$ cat src/rtl/baud_pkg.sv
package baud_pkg;
  localparam int unsigned BG_DIV_W      = 13;
  localparam int unsigned BG_PREDIV     = 2;
  localparam int unsigned BG_OVERSAMPLE = 16;
endpackage

$ cat src/rtl/bg_modcount.sv
module bg_modcount #(
  parameter int unsigned W = 13
) (
  input  logic         clk,
  input  logic         rst,
  input  logic         clear,
  input  logic [W-1:0] limit,
  output logic         wrap
);
  logic [W-1:0] cnt_q;
  logic         at_end;

  assign at_end = (cnt_q == limit - 1'b1);
  assign wrap   = !clear && at_end;

  always_ff @(posedge clk) begin
    if (rst || clear) begin
      cnt_q <= '0;
    end else if (at_end) begin
      cnt_q <= '0;
    end else begin
      cnt_q <= cnt_q + 1'b1;
    end
  end
endmodule

$ cat src/rtl/bg_stage.sv
module bg_stage #(
  parameter int unsigned RATIO = 2
) (
  input  logic clk,
  input  logic rst,
  input  logic clear,
  input  logic in_pulse,
  output logic out_pulse
);
  localparam int unsigned CW = (RATIO > 1) ? $clog2(RATIO) : 1;

  generate
    if (RATIO <= 1) begin : g_pass
      assign out_pulse = in_pulse && !clear;
    end else begin : g_div
      logic [CW-1:0] cnt_q;
      logic          last;

      assign last      = (cnt_q == CW'(RATIO - 1));
      assign out_pulse = in_pulse && last && !clear;

      always_ff @(posedge clk) begin
        if (rst || clear) begin
          cnt_q <= '0;
        end else if (in_pulse) begin
          cnt_q <= last ? '0 : cnt_q + 1'b1;
        end
      end
    end
  endgenerate
endmodule

$ cat src/rtl/serial_baud_gen.sv
module serial_baud_gen
  import baud_pkg::*;
#(
  parameter int unsigned DIV_W      = BG_DIV_W,
  parameter int unsigned PREDIV     = BG_PREDIV,
  parameter int unsigned OVERSAMPLE = BG_OVERSAMPLE
) (
  input  logic             clk,
  input  logic             rst,
  input  logic [DIV_W-1:0] divisor,
  output logic             sample_tick,
  output logic             bit_tick
);
  logic [DIV_W-1:0] div_q;
  logic             halt;
  logic             mod_wrap;
  logic             sample_stb;
  logic             bit_stb;

  // Any divisor change, or a zero divisor, resets the whole chain.
  assign halt = (divisor == '0) || (divisor != div_q);

  always_ff @(posedge clk) begin
    if (rst) begin
      div_q <= '0;
    end else begin
      div_q <= divisor;
    end
  end

  bg_modcount #(.W(DIV_W)) modcnt_i (
    .clk   (clk),
    .rst   (rst),
    .clear (halt),
    .limit (divisor),
    .wrap  (mod_wrap)
  );

  bg_stage #(.RATIO(PREDIV)) prediv_i (
    .clk       (clk),
    .rst       (rst),
    .clear     (halt),
    .in_pulse  (mod_wrap),
    .out_pulse (sample_stb)
  );

  bg_stage #(.RATIO(OVERSAMPLE)) ovs_i (
    .clk       (clk),
    .rst       (rst),
    .clear     (halt),
    .in_pulse  (sample_stb),
    .out_pulse (bit_stb)
  );

  always_ff @(posedge clk) begin
    if (rst) begin
      sample_tick <= 1'b0;
      bit_tick    <= 1'b0;
    end else begin
      sample_tick <= sample_stb;
      bit_tick    <= bit_stb;
    end
  end
endmodule

$ cat config.mk
export PLATFORM = sky130hd
export DESIGN_NAME = serial_baud_gen
export DESIGN_NICKNAME = d
export VERILOG_FILES = /design/src/rtl/baud_pkg.sv /design/src/rtl/bg_modcount.sv /design/src/rtl/bg_stage.sv /design/src/rtl/serial_baud_gen.sv
export SDC_FILE = /design/constraint.sdc
export NUM_CORES = 1
export LEC_CHECK = 0
export BUFFER_PORTS_ARGS = -buffer_cell sky130_fd_sc_hd__buf_4
export CORE_MARGIN = 2
export CORE_UTILIZATION = 53
export DETAILED_ROUTE_END_ITERATION = 12
export GPL_TIMING_DRIVEN = 0
export MAX_ROUTING_LAYER = met4
export PLACE_DENSITY = 0.74
export SLEW_MARGIN = 20
export SYNTH_ARGS = -nofsm -noshare
export SYNTH_HDL_FRONTEND = slang
export SYNTH_HIERARCHICAL = 1
export SYNTH_SLANG_ARGS = --single-unit
$ cat constraint.sdc
create_clock -name clk -period 2.56 [get_ports clk]
set_input_delay 0.256 -clock clk [delete_from_list [all_inputs] [get_ports clk]]
set_output_delay 0.256 -clock clk [all_outputs]
set_load 0.005 [all_outputs]
# Yosys cells after proc, flatten, opt, wreduce, memory -nomap -nowiden

Index checks and enable logic that the tools add are counted.

Register bits: 33
Output and inout bits: 2

Eq/ne operators: 3
Reductions and logical operators: 10
Mux-type cells: 2
$add $sub $neg: 4

Operators by type and width:

| operator                | number |
|---|---|
| $add A13 B1 Y13 const B | 1 |
| $eq A13 B13 Y1          | 1 |
| $logic_not A13 Y1       | 1 |
| $ne A13 B13 Y1          | 1 |
| $sub A13 B1 Y13 const B | 1 |
| $logic_and A1 B1 Y1     | 5 |
| $add A4 B1 Y4 const B   | 1 |
| $eq A4 B4 Y1 const B    | 1 |
| $mux W4                 | 1 |
| $logic_or A1 B1 Y1      | 2 |
| $reduce_or A2 Y1        | 1 |
| $add A1 B1 Y1 const B   | 1 |
| $logic_not A1 Y1        | 1 |
| $mux W1                 | 1 |

# Longest topological paths before layout

Word-level depth: 8
Gate-level depth with buffers: 12
Mapped depth without buffers: 12

# Modules after synthesis

Netlist, hierarchy kept.

By module, submodules not included:

| module              | area each (µm²) | times used | cells each | sequential area each (µm²) |
|---|---|---|---|---|
| bg_modcount         | 1093.5          | 1          | 132        | 260.2 |
| serial_baud_gen     | 571.8           | 1          | 54         | 300.3 |
| bg_stage (ovs_i)    | 187.7           | 1          | 19         | 80.1 |
| bg_stage (prediv_i) | 46.3            | 1          | 5          | 20.0 |

# Worst setup path before layout

No wires, ideal clock.

Path type: reg2reg
Start: register modcnt_i.cnt_q[6]
End: register ovs_i.g_div.cnt_q[3]
Slack: 0.111 ns
Setup time: 0.115 ns
Buffers on the path: 1
Data arrival time: 2.335 ns
Data required time: 2.445 ns
Cell stages (with the launch flop): 12
Path through: dfxtp_1 clkbuf_2 xor2_1 a31o_2 a2111oi_0 o2111a_2 and4b_1 nand2_1 nor2_1 nand4_2 xor2_1 nor2_2

Cells in the longest elaborated chain, start to end: 4

RTL lines:

| element                           | line                  | text |
|---|---|---|
| start, declared                   | bg_modcount.sv:10     | `logic [W-1:0] cnt_q;` |
| start signal, assigned            | bg_modcount.sv:22     | `cnt_q <= cnt_q + 1'b1;` |
| $eq A13 B13 Y1                    | bg_modcount.sv:13     | `assign at_end = (cnt_q == limit - 1'b1);` |
| $logic_and A1 B1 Y1               | bg_modcount.sv:14     | `assign wrap = !clear && at_end;` |
| via mod_wrap                      | serial_baud_gen.sv:16 | `logic mod_wrap;` |
| $logic_and A1 B1 Y1 (2 in series) | bg_stage.sv:20        | `assign out_pulse = in_pulse && last && !clear;` |
| via sample_stb                    | serial_baud_gen.sv:17 | `logic sample_stb;` |
| end signal, assigned              | bg_stage.sv:26        | `cnt_q <= last ? '0 : cnt_q + 1'b1;` |
| end, declared                     | bg_stage.sv:16        | `logic [CW-1:0] cnt_q;` |

The timed path passes the listed nets, and every way through them passes these cells.
A chain may end at the register's enable or synchronous reset.

# Worst setup path after layout

Same ends and word-level chain as after synthesis.

==> impl_results.md <==
* Status: completed
* Hpwl dp at 2706 µm
* Synth warn at 6
* Number of global-route vias before repair at 1,531
* FF-to-FF Start: modcnt_i/cnt_q[6]$_SDFF_PP0_
* Lkg Pwr at 0.7880 nW
* Starting DRT DRC Count at 76
* Starting Density at 56.04%
* Most used cell, CP: buf_6
* Sink Count at 33
* Port Buffers at 16
* Met3 GRT Util at 4.930%
* FFs w/ async S/R, synth at 0%
* Reg2Reg Depth at 12
* Global-route met2 utilization at 32.94%
* Most frequent cells in the layout: dfxtp_1, xnor2_1, buf_4
* Area taken by multi-input logic gates at 1234 µm²
* Maximum clock frequency at 0.4066 GHz
* Final #Nets at 255
* Crit-path cells: buf_6 > xor2_2 > a31o_2 > a2111oi_4 > o2111a_2 > and4b_1 > nand2_2 > nor2_4 > buf_6 > nand4_2 > xor2_1 > nor2_2
* FF+latch area at 660.6 µm²
* Worst skew pair latency at 0.34 ns
* Max incr delay on CP at 0.35 ns
* Most common cell after layout, fill and taps aside: dfxtp_1
* Peak fanout along the critical path at 6
* Layout cell share with drive strength beyond 1 at 23.31%
* DR pass1 iterations at 4
* CP max-delay cell: a2111oi_4
* Clock transition at path regs at 0.10 ns
* Max-Cap Viols at 0
* Buffers & Inverters on Critical Path at 2
* Critical path origin: modcnt_i/cnt_q[6]$_SDFF_PP0_
* Syn Area/Cell at 9.044 µm²
* Synth Flop Type: dfxtp_1
* Die area at 4079 µm²
* Worst Tran Pin Value at 0.4206 ns
* Maximum vdd drop at 0.3028 mV
* HP Class: primary input to register
* R2R Setup Slk at 0.10 ns
* # H-tree levels at 2
* Cells after Synth at 210
* CP Depth at 12
* Final ANT Viol Nets at 0
* Crit. End Element: register
* Core area at 3390 µm²
* Worst flop-to-flop path endpoint: ovs_i/g_div.cnt_q[3]$_SDFFE_PP0P_
* GPL Wtd Cong at 0.8615
* Detailed-route DRC error count at 0
* Cts bufs inserted at 5
* Fin. max-slew vios at 0
* Detailed Route WL at 3949 µm
* Clock Path Buffers at 2
* Critical path destination: ovs_i/g_div.cnt_q[3]$_SDFFE_PP0P_
* Count of final hold-check violations at 0
* CTS tree: done
* Placed Cells at 272
* Most Crowded Layer GR: met2
* Root buffer cell: clkbuf_4
* Vias per Instance at 5.688
* Die Span Y at 63.87 µm
* Startpoint class of the critical path: register
* Vias at 1,604
* Final non-filler cell total at 282
* Synthesized area at 1899 µm²
* Io pins at 17
* Largest net degree at the start of global routing at 14
* Ant. Diodes at 0
* Post-route design area at 2215 µm²
* Tcrit/Tclk final at 96.07%
* Clock skew at 0.009329 ns
* Number of hold buffers added after cts at 0
* Power Total at 0.0009125 W
* Antenna violations before repair at 0
* Die width at 63.87 µm
* Row cnt at 21
* Placed instance area at 2077 µm²
* M1 GR Usage at 27.25%
* Global-route wire length before repair at 6748 µm
* HP Start: rst
* Area growth syn-to-layout at 16.60%
* CP delay by family, top: compound AO/OA/AOI/OAI gates
* Power Density at 412.0 nW/µm²
* Yosys reg bits at 33
* Mapped Nets at 228
* Total grt overflow at 0
* GRT Total Usage at 21.65%
* Critical setup path kind: register to register
* Worst path arrival time at 2.69 ns
* Relative slew slack at 71.75%
* Detailed-route wire length per cell at 14.00 µm
* Register area share after synthesis at 34.78%
* Required time of the critical path at 2.80 ns
* Min Tclk post-route at 2.459 ns
* Final core utilization at 65.34%
* EDFF count, synth at 0
* Number of fill cells at 299
* Final Setup Violations at 0
* Synth unique cells at 44
## power by group
part           total (W)  switching (W)  leakage, nW  internal [W]
clock network   0.000259       0.000163       0.0269     0.0000950
registers       0.000528     0.00000440        0.269      0.000524
logic           0.000126      0.0000684        0.492     0.0000573
total           0.000912       0.000236        0.788      0.000676
## routing by layer
metal / vias to the layer above / share of wire, %
met5: - / 0
met4: 0 / 1.4
met3: 7 / 6.0
met2: 39 / 47
met1: 765 / 45
li1: 793 / -
## cell usage after synthesis, types with 2 or more instances
master | number | area share, %
or3_1 | 2 | 0.66
nor2_1 | 14 | 2.8
ha_1 | 3 | 2.0
nor3_1 | 7 | 1.8
inv_1 | 4 | 0.79
nor2_2 | 2 | 0.66
buf_2 | 2 | 0.53
nor3_2 | 2 | 1.1
o21ai_0 | 3 | 0.79
nor4_1 | 4 | 1.3
xor2_1 | 16 | 7.4
or2_2 | 3 | 0.99
nor2b_1 | 17 | 5.6
nand3_1 | 6 | 1.6
buf_6 | 2 | 1.2
xnor2_1 | 27 | 12
nand4_1 | 9 | 3.0
a311oi_2 | 3 | 2.4
a311oi_1 | 3 | 1.4
dfxtp_1 | 33 | 35
nand2_1 | 17 | 3.4
a31oi_1 | 9 | 3.0
## cell families (layout without fill, tap and decap cells)
group | after synthesis | after routing | share of synthesized area [%]
AO/OA/AOI/OAI | 25 | 25 | 10.87
XOR/XNOR | 43 | 43 | 19.83
adder cells (fa/ha/maj) | 3 | 3 | 1.976
buffers and inverters | 11 | 37 | 3.161
flip-flops | 33 | 33 | 34.78
multiplexers | 1 | 1 | 0.5270
AND/OR/NAND/NOR | 94 | 94 | 28.85
## how the worst min path moves through the flow
stage	cells past startpoint	slack (ns)	endpoint
final	2	0.19	prediv_i/g_div.cnt_q$_SDFFE_PP0P_
after global routing	2	0.18	div_q[12]$_SDFF_PP0_
after floorplan	1	0.33	prediv_i/g_div.cnt_q$_SDFFE_PP0P_
after CTS	2	0.18	div_q[6]$_SDFF_PP0_
after global placement	2	0.51	ovs_i/g_div.cnt_q[3]$_SDFFE_PP0P_
after detailed placement	2	0.51	ovs_i/g_div.cnt_q[3]$_SDFFE_PP0P_
## flip-flops by register name (all words and copies together), names as in the netlist
name and count:
ovs_i/g_div.cnt_q 4, sample_tick 1, prediv_i/g_div.cnt_q 1, bit_tick 1
div_q 13, modcnt_i/cnt_q 13
## area by class of cell
cell class | instances | area share [%]
well taps | 46 | 2.599
clock inverters | 1 | 0.2260
plain buffers | 7 | 2.316
repair buffers | 20 | 6.949
flip-flops and latches | 33 | 29.83
multi-input cells | 166 | 55.71
clock buffers | 5 | 1.695
inverters | 4 | 0.6780
## repair_timing
action | 4_1_cts | 5_1_grt
pin swaps | 1 | 6
setup buffers | 1 | 3
endpoints found under the setup margin | 5 | 5
gates resized for setup | 3 | 12
## per-stage QoR
| stage | setup WS [ns] | setup TNS [ns] | hold WS, ns |
|---|---|---|---|
| 6_report | 0.1005 | 0 | 0.1872 |
| 2_1_floorplan | 0.1108 | 0 | 0.3257 |
| 3_3_place_gp | -0.2739 | -1.315 | 0.5081 |
| 4_1_cts | 0.05812 | 0 | 0.1799 |
| 5_1_grt | -0.04800 | -0.1171 | 0.1842 |
| 3_5_place_dp | -0.3179 | -1.467 | 0.5135 |
(Power assumes the default switching activity.)
